--- config.mk ---
export PLATFORM = sky130hd
export DESIGN_NAME = fdd_status_force
export DESIGN_NICKNAME = d
export VERILOG_FILES = /design/src/rtl/fdd_status_force_pkg.sv /design/src/rtl/fsf_decode.sv /design/src/rtl/fsf_force_reg.sv /design/src/rtl/fsf_status_mix.sv /design/src/rtl/fdd_status_force.sv
export SDC_FILE = /design/constraint.sdc
export NUM_CORES = 1
export LEC_CHECK = 0
export ABC_AREA = 1
export BUFFER_PORTS_ARGS = -buffer_cell sky130_fd_sc_hd__buf_2
export CORE_AREA = 2 2 39 41
export CTS_BUF_LIST = sky130_fd_sc_hd__clkbuf_8
export DETAILED_ROUTE_END_ITERATION = 8
export DIE_AREA = 0 0 41 43
export GPL_TIMING_DRIVEN = 0
export SLEW_MARGIN = 30
export SYNTH_ARGS = -nofsm -noshare
export SYNTH_HDL_FRONTEND = slang
export SYNTH_SLANG_ARGS = --single-unit
--- constraint.sdc ---
create_clock -name clk_i -period 1.05 [get_ports clk_i]
set_input_delay 0.105 -clock clk_i [delete_from_list [all_inputs] [get_ports clk_i]]
set_output_delay 0.105 -clock clk_i [all_outputs]
set_load 0.02 [all_outputs]
--- src/rtl/fdd_status_force_pkg.sv ---
package fdd_status_force_pkg;
  parameter int IDX_W      = 8;
  parameter int DATA_W     = 8;
  parameter int NUM_DRIVES = 2;
  localparam int FORCE_W   = 2 * NUM_DRIVES;
  parameter logic [IDX_W-1:0]   FORCE_IDX = 8'h17;
  parameter logic [FORCE_W-1:0] FORCE_RST = 4'h3;
endpackage

--- src/rtl/fsf_decode.sv ---
module fsf_decode
  import fdd_status_force_pkg::*;
(
  input  logic                 cfg_mode_i,
  input  logic [IDX_W-1:0]     idx_i,
  input  logic                 wr_en_i,
  input  logic [FORCE_W-1:0]   force_i,
  output logic                 wr_hit_o,
  output logic [DATA_W-1:0]    rdata_o
);
  logic sel;

  // Reserved and foreign indices fall through to zero.
  assign sel      = cfg_mode_i && (idx_i == FORCE_IDX);
  assign wr_hit_o = sel && wr_en_i;

  always_comb begin
    rdata_o = '0;
    if (sel) rdata_o[FORCE_W-1:0] = force_i;
  end
endmodule

--- src/rtl/fsf_force_reg.sv ---
module fsf_force_reg
  import fdd_status_force_pkg::*;
(
  input  logic                  clk_i,
  input  logic                  rst_ni,
  input  logic                  wr_hit_i,
  input  logic [FORCE_W-1:0]    wbits_i,
  input  logic                  step_i,
  input  logic [NUM_DRIVES-1:0] ds_ni,
  output logic [FORCE_W-1:0]    force_o
);
  for (genvar d = 0; d < NUM_DRIVES; d++) begin : g_drv
    logic clr;
    assign clr = step_i && ds_ni[d];

    // Disk-change override: set-only from software, the hardware clear wins.
    always_ff @(posedge clk_i or negedge rst_ni) begin
      if (!rst_ni)                        force_o[d] <= FORCE_RST[d];
      else if (clr)                       force_o[d] <= 1'b0;
      else if (wr_hit_i && wbits_i[d])    force_o[d] <= 1'b1;
    end

    // Write-protect override: plain read/write bit.
    always_ff @(posedge clk_i or negedge rst_ni) begin
      if (!rst_ni)       force_o[NUM_DRIVES+d] <= FORCE_RST[NUM_DRIVES+d];
      else if (wr_hit_i) force_o[NUM_DRIVES+d] <= wbits_i[NUM_DRIVES+d];
    end
  end
endmodule

--- src/rtl/fsf_status_mix.sv ---
module fsf_status_mix
  import fdd_status_force_pkg::*;
(
  input  logic [FORCE_W-1:0]    force_i,
  input  logic [NUM_DRIVES-1:0] ds_ni,
  input  logic                  dskchg_ni,
  input  logic                  wrtprt_ni,
  output logic                  dskchg_o,
  output logic                  wrtprt_o
);
  logic [NUM_DRIVES-1:0] dc_term, wp_term;

  for (genvar d = 0; d < NUM_DRIVES; d++) begin : g_term
    assign dc_term[d] = ds_ni[d] && force_i[d];
    assign wp_term[d] = ds_ni[d] && force_i[NUM_DRIVES+d];
  end

  assign dskchg_o = (|dc_term) || dskchg_ni;
  assign wrtprt_o = (|wp_term) || wrtprt_ni;
endmodule

--- src/rtl/fdd_status_force.sv ---
module fdd_status_force
  import fdd_status_force_pkg::*;
(
  input  logic                  clk_i,
  input  logic                  rst_ni,
  input  logic                  cfg_mode_i,
  input  logic [IDX_W-1:0]      idx_i,
  input  logic                  wr_en_i,
  input  logic [DATA_W-1:0]     wdata_i,
  output logic [DATA_W-1:0]     rdata_o,
  input  logic                  step_i,
  input  logic [NUM_DRIVES-1:0] ds_ni,
  input  logic                  dskchg_ni,
  input  logic                  wrtprt_ni,
  output logic                  dskchg_o,
  output logic                  wrtprt_o
);
  logic               wr_hit;
  logic [FORCE_W-1:0] force_q;
  logic               unused_wdata;

  assign unused_wdata = ^wdata_i[DATA_W-1:FORCE_W];

  fsf_decode u_dec (
    .cfg_mode_i (cfg_mode_i),
    .idx_i      (idx_i),
    .wr_en_i    (wr_en_i),
    .force_i    (force_q),
    .wr_hit_o   (wr_hit),
    .rdata_o    (rdata_o)
  );

  fsf_force_reg u_reg (
    .clk_i    (clk_i),
    .rst_ni   (rst_ni),
    .wr_hit_i (wr_hit),
    .wbits_i  (wdata_i[FORCE_W-1:0]),
    .step_i   (step_i),
    .ds_ni    (ds_ni),
    .force_o  (force_q)
  );

  fsf_status_mix u_mix (
    .force_i   (force_q),
    .ds_ni     (ds_ni),
    .dskchg_ni (dskchg_ni),
    .wrtprt_ni (wrtprt_ni),
    .dskchg_o  (dskchg_o),
    .wrtprt_o  (wrtprt_o)
  );
endmodule

==> qor.csv, run 1 <==
metric;value;unit
result of the run;finished with violations;
violated checks;negative setup slack;
number of distinct library cells after synthesis;12;
TritonCTS clock tree;done;
DRC violations left;0;
sw power;0.000139;W
arrival time worst endpoint;1050;ps
top cell family by delay on the critical path;flip-flops;
cell internal power dissipation;0.000468;W
count of synthesis-stage warnings from yosys;0;
Critical Path Sink Type;output pin;
basic-gate share of the synthesized area counting and, or, nand and nor cells;33.3;%
slowest stage cell, crit path;dfrtp_1;
Achievable Freq;868;MHz
largest family of logic cells by synthesized area;simple AND/OR/NAND/NOR gates;
leading cell types in the layout, fill and taps excluded;buf_2 (20), inv_1 (11), buf_4 (11);
chip height;43;um
final number of setup-violating endpoints;4;
hold crit path type;input pin to flop;
count of buffers inserted at the top-level ports;26;
worst vdd ir;0.361;mV
clock transition at the registers of the reported paths;40;ps
final worst slack;-102;ps
drt via density;3.93;
mean cell area of the mapped netlist;6.46;um2
core footprint;1380;um2
count of antenna diodes in the layout;0;
number of buffers created by CTS;3;
Congestion Overflow GR;0;
clock latency of the later-clocked register in the worst-skew pair;210;ps
effective utilization at floorplan;23.3;%
largest reg by FF count;u_reg.force_o;
maximum number of pins on one net before global-route repair;6;
Compound-Gate Fraction of Synth Area;9.30;%
number of I/O pins;35;
part of the cycle the worst path needs;110;%
initial antenna violation count;0;
part of the power in the clock network;54.5;%
area of the die;1760;um2
number of standard-cell rows in the floorplan;14;
final weighted congestion of routability-driven global placement;0.608;
static power due to leakage;0.357;nW
fillcell total;148;
combinational cell fraction of total power;19.3;%
number of clock sinks;4;
number of failing hold endpoints at the final stage;0;
Detailed Place HPWL;692;um
post-synth design cell area;323;um2
DP Cell Count;95;
pins over their slew limit;0;
remaining antenna violation count;0;
biggest fanout along the worst timing path;2;
worst setup path category;flop to output pin;
part of the power in registers;26.2;%
largest clock skew in the final design;0;ps
overall routing resource usage;11.2;%
XOR/XNOR share of the synthesized area;0;%
Net Sw Frac;22.9;%
Chip Width;41;um
share of the yosys chip area belonging to registers;31.8;%
PwrDens;1010;nW/um2
fraction of layout cells with a size suffix above 1;51.1;%
share of cell area taken by muxes after synthesis;0;%
required arrival time at the worst endpoint;940;ps
Max-cap violations;0;
cell-by-cell trace of the critical path;a221o_1 > buf_6;
wire length of the first global-routing pass;1240;um
Syn-to-layout area delta;86.0;%
Detailed Route Iter0 Violations;7;
wire length per cell;8.22;um
CTS Root Cell;clkbuf_8;
flop and latch count out of synthesis;4;
net count reported at finish;114;
critical path buffer and inverter count;1;
final critical-path required period;1150;ps
Pre-Repair DR Iteration Count;2;
Vias;409;
Post-Synthesis Cells;50;
CP Launch Type;flop;
post-synthesis adder-cell area fraction;0;%
max reg flops;4;
maximum root-to-sink buffer count;2;
vias in the first global route;350;
H-tree depth;1;
hold slack final;109;ps
flop2flop setup slack;170;ps
largest registers in the final layout;u_reg.force_o x4;
unrepaired setup endpoints after global routing;true;
fin cells;104;
Crit path largest cell delay;370;ps
Total Wirelength;855;um
most common library cell in the layout ignoring fill and taps;buf_2;
[Yosys cell counts]
library cell | count | share of area (%)
inv_1 | 13 | 15
nand2_1 | 10 | 12
nor2_1 | 6 | 7.0
nand4_1 | 5 | 9.7
buf_4 | 4 | 9.3
a21oi_1 | 2 | 3.1
a221o_1 | 2 | 6.2
dfrtp_1 | 2 | 16
dfstp_2 | 2 | 16
nand3_1 | 2 | 3.1
conb_1 | 1 | 1.2
nor2_2 | 1 | 1.9
[metrics by stage]
stage	cell area (um2)	power [W]	setup slack [ps]	utilization, %	TNS [ps]
floorplan	334	0.000212	103	-	0
CTS	579	0.000613	-101	41.9	-336
global route	601	0.000648	-138	43.4	-511
detailed placement	484	0.000263	6.52	35.0	0
global placement	484	0.000262	11.2	35.0	0
finish	601	0.000606	-102	43.4	-277
[power by group through the flow]
stage	Sequential (W)	Combinational [W]	Clock [W]
2_1_floorplan	0.000161	0.0000516	0
3_3_place_gp	0.000161	0.000100	0
3_5_place_dp	0.000161	0.000102	0
4_1_cts	0.000159	0.000114	0.000340
5_1_grt	0.000159	0.000130	0.000359
6_report	0.000159	0.000117	0.000330
[worst min-delay path: stages]
cell and delay [ps]:
buf_2 80, nand2_1 50, inv_1 50, a21oi_1 30
[cells by family (layout without fill, tap and decap cells)]
kind of cell,Yosys count,after routing
AOI/OAI and AO/OA,4,4
buffers and inverters,17,52
DFF,4,4
other,1,4
and+or+nand+nor,24,24
[worst paths after layout]
| check | to | start | cells past startpoint |
|---|---|---|---|
| worst max-delay path | wrtprt_o | u_reg.force_o[2] | 2 |
| worst min-delay path | u_reg.force_o[1] | step_i | 4 |
| worst max register to register | u_reg.force_o[1] | u_reg.force_o[1] | 3 |
| worst min register to register | u_reg.force_o[0] | u_reg.force_o[0] | 2 |
| max in group asynchronous | u_reg.force_o[1] | rst_ni | 2 |
| min in group asynchronous | u_reg.force_o[3] | rst_ni | 2 |
[per-layer routing]
layer	track usage (%)	routed length, um	vias to the layer above
met2	16.9	397	22
met4	10.0	9	0
met5	0	0	-
li1	-	-	224
met1	10.7	344	161
met3	4.71	104	2
[area by class of cell]
class                           instances  area, um2  share of cell area, %
Buffer                                  4       30.0                   5.00
Tap cell                               16       20.0                   3.33
Timing Repair Buffer                   31        196                   32.7
Multi-Input combinational cell         32        158                   26.2
Sequential cell                         4        103                   17.1
Clock buffer                            3       41.3                   6.87
Clock inverter                          1       3.75                  0.625
Inverter                               13       48.8                   8.12
[what timing repair did]
action / CTS / global route
pin swaps: 3 / 2
endpoints found under the hold margin: 4 / 0
hold buffers: 1 / 0
setup buffers: 3 / 1
gates resized for setup: 8 / 6
endpoints found under the setup margin: 4 / 6
Power figures use the tool's default switching activity.
==> run 2, diff against run 1 <==
--- a/config.mk
+++ b/config.mk
@@ -15,4 +15,5 @@
 export SLEW_MARGIN = 30
 export SYNTH_ARGS = -nofsm -noshare
 export SYNTH_HDL_FRONTEND = slang
+export SYNTH_HIERARCHICAL = 1
 export SYNTH_SLANG_ARGS = --single-unit
==> run 2 against run 1 <==
Effect of this change:
- the flow still finishes with violations (negative setup slack)
- sequential share of layout area up 0.44 points
- register-to-register slack better by 90 ps
- via count decreased by 0.73%
- routed wire length down 7.3%
- synthesized area is 5.0% higher
- combinational power down 9%
==> qor.csv, run 2 <==
metric;value;unit;change
overall routing resource usage;10.3;%;-0.90 points
count of antenna diodes in the layout;0;;unchanged
critical path buffer and inverter count;2;;+1
share of the yosys chip area belonging to registers;30.3;%;-1.5 points
count of buffers inserted at the top-level ports;26;;unchanged
final number of setup-violating endpoints;3;;-1
ys flop type;dfstp_2;;
post-synth design cell area;339;um2;+5.0%
top-count cell post-synth;nand2_1;;
Critical Path Sink Type;output pin;;
Syn-to-layout area delta;72.7;%;
remaining antenna violation count;0;;unchanged
number of failing hold endpoints at the final stage;0;;unchanged
part of the cycle the worst path needs;105;%;-4.4 points
CP Launch Type;flop;;
fraction of layout cells with a size suffix above 1;50.0;%;-1.1 points
required arrival time at the worst endpoint;940;ps;about the same
Area contributors post-synth;nand2_1 (20%), inv_1 (19%), dfstp_2 (15%);;
H-tree depth;1;;unchanged
wire length of the first global-routing pass;1220;um;-1.7%
effective utilization at floorplan;24.5;%;+1.2 points
clock transition at the registers of the reported paths;30;ps;about the same
Pre-Repair DR Iteration Count;4;;+2
DRC violations left;0;;unchanged
combinational cell fraction of total power;18.3;%;-1.0 points
drt via density;3.83;;-2.6%
share of cell area taken by muxes after synthesis;0;%;unchanged
flop and latch count out of synthesis;4;;unchanged
number of clock sinks;4;;unchanged
TritonCTS clock tree;done;;
fin cells;106;;+1.9%
unrepaired setup endpoints after global routing;true;;
number of synthesized flops with an enable pin;0;;unchanged
number of I/O pins;35;;unchanged
largest registers in the final layout;u_reg/force_o x4;;
cell internal power dissipation;0.000459;W;-1.8%
maximum number of pins on one net before global-route repair;7;;+1
cell taking the most area after synthesis;nand2_1;;
Total Wirelength;793;um;-7.3%
Achievable Freq;904;MHz;+4.2%
basic-gate share of the synthesized area counting and, or, nand and nor cells;38.0;%;+4.7 points
clock latency of the later-clocked register in the worst-skew pair;210;ps;about the same
slowest stage cell, crit path;dfstp_2;;
vias in the first global route;332;;-5.1%
hold crit path type;input pin to flop;;
placed cell area;500;um2;+3.4%
wire length per cell;7.48;um;-9.0%
max reg flops;4;;unchanged
Detailed Place HPWL;686;um;-0.87%
top cells by count, synth;nand2_1 (18), inv_1 (17), nor2_1 (5);;
violated checks;negative setup slack;;
largest clock skew in the final design;0;ps;unchanged
area of the die;1760;um2;unchanged
Detailed Route Iter0 Violations;8;;+1
pins over their slew limit;0;;unchanged
worst vdd ir;0.543;mV;+50%
Crit path largest cell delay;540;ps;+170 ps
worst setup path category;flop to output pin;;
most common library cell in the layout ignoring fill and taps;buf_2;;
part of the power in registers;27.8;%;+1.6 points
chip height;43;um;unchanged
Compound-Gate Fraction of Synth Area;2.95;%;-6.4 points
XOR/XNOR share of the synthesized area;0;%;unchanged
mean cell area of the mapped netlist;6.05;um2;-6.2%
maximum root-to-sink buffer count;2;;unchanged
net count reported at finish;117;;+2.6%
number of distinct library cells after synthesis;10;;-2
Net Sw Frac;21.6;%;-1.2 points
leading cell types in the layout, fill and taps excluded;buf_2 (22), nand2_1 (18), inv_1 (15);;
final critical-path required period;1110;ps;-46.3 ps
arrival time worst endpoint;1000;ps;-50 ps
initial antenna violation count;0;;unchanged
Post-Synthesis Cells;56;;+12%
part of the power in the clock network;53.9;%;-0.6 points
count of synthesis-stage warnings from yosys;6;;+6
share of flip-flops with an asynchronous set or reset;100;%;unchanged
Congestion Overflow GR;0;;unchanged
minimum setup slack after placement;-105;ps;-111 ps
result of the run;finished with violations;;
biggest fanout along the worst timing path;3;;+1
post-synthesis adder-cell area fraction;0;%;unchanged
Chip Width;41;um;unchanged
number of buffers created by CTS;3;;unchanged
DP Cell Count;101;;+6.3%
CTS Root Cell;clkbuf_8;;
largest family of logic cells by synthesized area;simple AND/OR/NAND/NOR gates;;
cell-by-cell trace of the critical path;inv_2 > nor2_2 > buf_6;;
number of standard-cell rows in the floorplan;14;;unchanged
core footprint;1380;um2;unchanged
final instance area;586;um2;-2.5%
largest reg by FF count;u_reg/force_o;;
utilization after layout;42.3;%;-1.1 points
top cell family by delay on the critical path;flip-flops;;
final weighted congestion of routability-driven global placement;0.629;;+3.4%
PwrDens;1000;nW/um2;-0.87%
static power due to leakage;0.379;nW;+6.3%
hold slack final;117;ps;+8.14 ps
Vias;406;;-0.73%
sw power;0.000127;W;-8.5%
final worst slack;-55.8;ps;+46.3 ps
Max-cap violations;0;;unchanged
Synth top area share;19.9;%;+3.6 points
## run 2: worst register-to-register path, stage by stage (launching register included)
cell and delay (ps):
dfstp_2 540, inv_1 40, nand2_1 50, nand2_1 50
inv_1 50
## run 2: routing by layer
metal	global-route usage [%]	routed length [um]	vias to the layer above	share of wire, %
met5	0	0	-	0
met4	6.00	0	0	0
met3	3.14	71	0	9.0
met2	17.2	428	13	54
met1	10.4	293	178	37
li1	-	-	215	-
## run 2: final cells by class
class / count / area, um2
fillers: 153 / 798
inverters: 17 / 63.8
multi-input cells: 34 / 159
plain buffers: 4 / 30.0
repair buffers: 28 / 169
flip-flops and latches: 4 / 103
clock buffers: 3 / 41.3
well taps: 16 / 20.0
## run 2: cell families (layout without fill, tap and decap cells)
| group | count (synthesis) | count (layout) |
|---|---|---|
| and+or+nand+nor | 28 | 28 |
| buffers and inverters | 21 | 52 |
| DFF | 4 | 4 |
| AOI/OAI and AO/OA | 2 | 2 |
| other | 1 | 4 |
## run 2: per-stage QoR
| stage | power [W] | TNS, ps |
|---|---|---|
| final | 0.000586 | -161 |
| after global routing | 0.000625 | -388 |
| after CTS | 0.000594 | -212 |
| after detailed placement | 0.000263 | -381 |
| after global placement | 0.000261 | -269 |
| after floorplan | 0.000216 | 0 |
## run 2: timing repair
item	4_1_cts	5_1_grt
endpoints found under the hold margin	4	0
gates resized for setup	6	5
hold buffers	1	0
setup buffers	0	1
endpoints found under the setup margin	3	6
pin swaps	2	0
## run 2: path summary, 6_finish.rpt
path | start | endpoint | slack, ps | cells past startpoint
min in group asynchronous | rst_ni | u_reg/force_o[2] | 230 | 2
min reg2reg | u_reg/force_o[0] | u_reg/force_o[0] | 550 | 4
max in group asynchronous | rst_ni | u_reg/force_o[0] | 620 | 2
max reg2reg | u_reg/force_o[1] | u_reg/force_o[1] | 260 | 4
min | wdata_i[3] | u_reg/force_o[3] | 120 | 3
max | u_reg/force_o[0] | rdata_o[0] | -60 | 3
## run 2: power groups by stage
stage	logic (W)	clock network [W]	registers, W
floorplan	0.0000527	0	0.000163
finish	0.000107	0.000316	0.000163
global placement	0.0000970	0	0.000164
global route	0.000121	0.000341	0.000163
CTS	0.000105	0.000326	0.000163
detailed placement	0.0000988	0	0.000164
==> run 3, diff against run 2 <==
--- a/config.mk
+++ b/config.mk
@@ -12,6 +12,7 @@
 export DETAILED_ROUTE_END_ITERATION = 8
 export DIE_AREA = 0 0 41 43
 export GPL_TIMING_DRIVEN = 0
+export PLACE_DENSITY = 0.59
 export SLEW_MARGIN = 30
 export SYNTH_ARGS = -nofsm -noshare
 export SYNTH_HDL_FRONTEND = slang
==> constraint.sdc (replaced) <==
create_clock -name clk_i -period 1.05 [get_ports clk_i]
set_input_delay 0.21 -clock clk_i [delete_from_list [all_inputs] [get_ports clk_i]]
set_output_delay 0.21 -clock clk_i [all_outputs]
set_load 0.02 [all_outputs]
==> run 3 against run 2 <==
Effect of this change:
- via count rose by 1.2%
- combinational power rose by 21%
- the run still ends with negative setup slack left
- critical path type unchanged
- utilization rose by 5.7 points
- power rose by 3.8%
- sequential share of layout area fell by 2.1 points
==> qor.csv, run 3 (synthesis results as in run 2) <==
metric;value;unit;change
CP Launch Type;flop;;
arrival time worst endpoint;1000;ps;about the same
net count reported at finish;118;;+0.85%
number of I/O pins;35;;unchanged
part of the cycle the worst path needs;115;%;+9.9 points
wire length per cell;8.36;um;+12%
max reg flops;4;;unchanged
final instance area;664;um2;+13%
core footprint;1380;um2;unchanged
H-tree depth;1;;unchanged
final weighted congestion of routability-driven global placement;0.577;;-8.3%
number of failing hold endpoints at the final stage;0;;unchanged
result of the run;finished with violations;;
clock transition at the registers of the reported paths;30;ps;about the same
Detailed Route Iter0 Violations;4;;-4
wire length of the first global-routing pass;1430;um;+17%
fillcell total;142;;-7.2%
hold crit path type;input pin to flop;;
cell-by-cell trace of the critical path;inv_1 > nor2_2 > buf_6;;
Max-cap violations;0;;unchanged
hold slack final;205;ps;+87.7 ps
worst vdd ir;0.620;mV;+14%
Critical Path Sink Type;output pin;;
effective utilization at floorplan;24.5;%;unchanged
area of all sequential standard cells;103;um2;unchanged
area of the die;1760;um2;unchanged
initial antenna violation count;0;;unchanged
largest clock skew in the final design;0;ps;unchanged
Pre-Repair DR Iteration Count;4;;unchanged
count of buffers inserted at the top-level ports;26;;unchanged
Vias;411;;+1.2%
Chip Width;41;um;unchanged
total power draw;0.000608;W;+3.8%
total negative slack for setup checks;-658;ps;-497 ps
chip height;43;um;unchanged
Congestion Overflow GR;0;;unchanged
Total Wirelength;895;um;+13%
final critical-path required period;1210;ps;+104 ps
placed cell area;505;um2;+1.0%
fraction of layout cells with a size suffix above 1;58.2;%;+8.2 points
most common library cell in the layout ignoring fill and taps;buf_2;;
Achievable Freq;827;MHz;-8.6%
static power due to leakage;0.391;nW;+3.0%
violated checks;negative setup slack;;
leading cell types in the layout, fill and taps excluded;buf_2 (17), nand2_1 (15), inv_1 (13);;
CTS Root Cell;clkbuf_8;;
number of standard-cell rows in the floorplan;14;;unchanged
unrepaired setup endpoints after global routing;true;;
PwrDens;916;nW/um2;-8.5%
worst setup path category;flop to output pin;;
final number of setup-violating endpoints;6;;+3
vias in the first global route;369;;+11%
count of antenna diodes in the layout;0;;unchanged
required arrival time at the worst endpoint;840;ps;-100 ps
DRC violations left;0;;unchanged
largest reg by FF count;u_reg/force_o;;
multi-input combinational cell area;199;um2;+25%
slowest stage cell, crit path;dfstp_2;;
largest registers in the final layout;u_reg/force_o x4;;
biggest fanout along the worst timing path;3;;unchanged
drt via density;3.84;;+0.29%
Detailed Place HPWL;747;um;+8.9%
TritonCTS clock tree;done;;
utilization after layout;48.0;%;+5.7 points
remaining antenna violation count;0;;unchanged
flop2flop setup slack;250;ps;about the same
final worst slack;-159;ps;-104 ps
overall routing resource usage;12.1;%;+1.8 points
maximum number of pins on one net before global-route repair;7;;unchanged
Crit path largest cell delay;530;ps;about the same
pins over their slew limit;0;;unchanged
clock latency of the later-clocked register in the worst-skew pair;210;ps;about the same
Syn-to-layout area delta;95.9;%;
number of clock sinks;4;;unchanged
maximum root-to-sink buffer count;2;;unchanged
number of buffers created by CTS;3;;unchanged
run 3: layout make-up:
type	instances	area share [%]
clock buffer	3	6.21
buffer	4	4.52
multi-input combinational	34	29.9
timing repair buffer	29	31.3
tap	16	3.01
sequential	4	15.4
inverter	17	9.60
run 3: power breakdown:
group	total [W]	switching [W]	internal [W]
Sequential	0.000163	0.00000333	0.000160
Combinational	0.000130	0.0000610	0.0000690
Clock	0.000315	0.0000718	0.000244
Total	0.000608	0.000136	0.000472
run 3: what timing repair did:
item	4_1_cts	5_1_grt
setup endpoints to repair	9	10
setup buffers	0	2
hold buffers	1	0
pin swaps	4	6
hold endpoints to repair	4	0
resized for setup	14	14
run 3: critical path: cells and delay by family (launching register included):
kind / cells / cell delay [ps]
DFF: 1 / 530
buffers and inverters: 2 / 170
and+or+nand+nor: 1 / 80
run 3: stage by stage:
| stage | worst slack, ps | instances |
|---|---|---|
| 5_1_grt | -211 | 107 |
| 6_report | -159 | 107 |
| 2_1_floorplan | 29.5 | 59 |
| 3_3_place_gp | -220 | 101 |
| 3_5_place_dp | -252 | 101 |
| 4_1_cts | -166 | 105 |
run 3: routing by layer:
metal | up-vias | share of wire (%) | GRT usage, %
li1 | 218 | - | -
met1 | 179 | 38 | 12.1
met2 | 14 | 55 | 20.3
met3 | 0 | 7.2 | 4.71
met4 | 0 | 0 | 6.00
met5 | - | 0 | 0
run 3: path summary, 6_finish.rpt:
path / startpoint / to / cells past startpoint
worst max register to register: u_reg/force_o[3] / u_reg/force_o[3] / 3
min in group asynchronous: rst_ni / u_reg/force_o[3] / 2
worst min-delay path: wdata_i[2] / u_reg/force_o[2] / 3
worst min register to register: u_reg/force_o[0] / u_reg/force_o[0] / 4
max in group asynchronous: rst_ni / u_reg/force_o[0] / 2
worst max-delay path: u_reg/force_o[1] / rdata_o[1] / 3
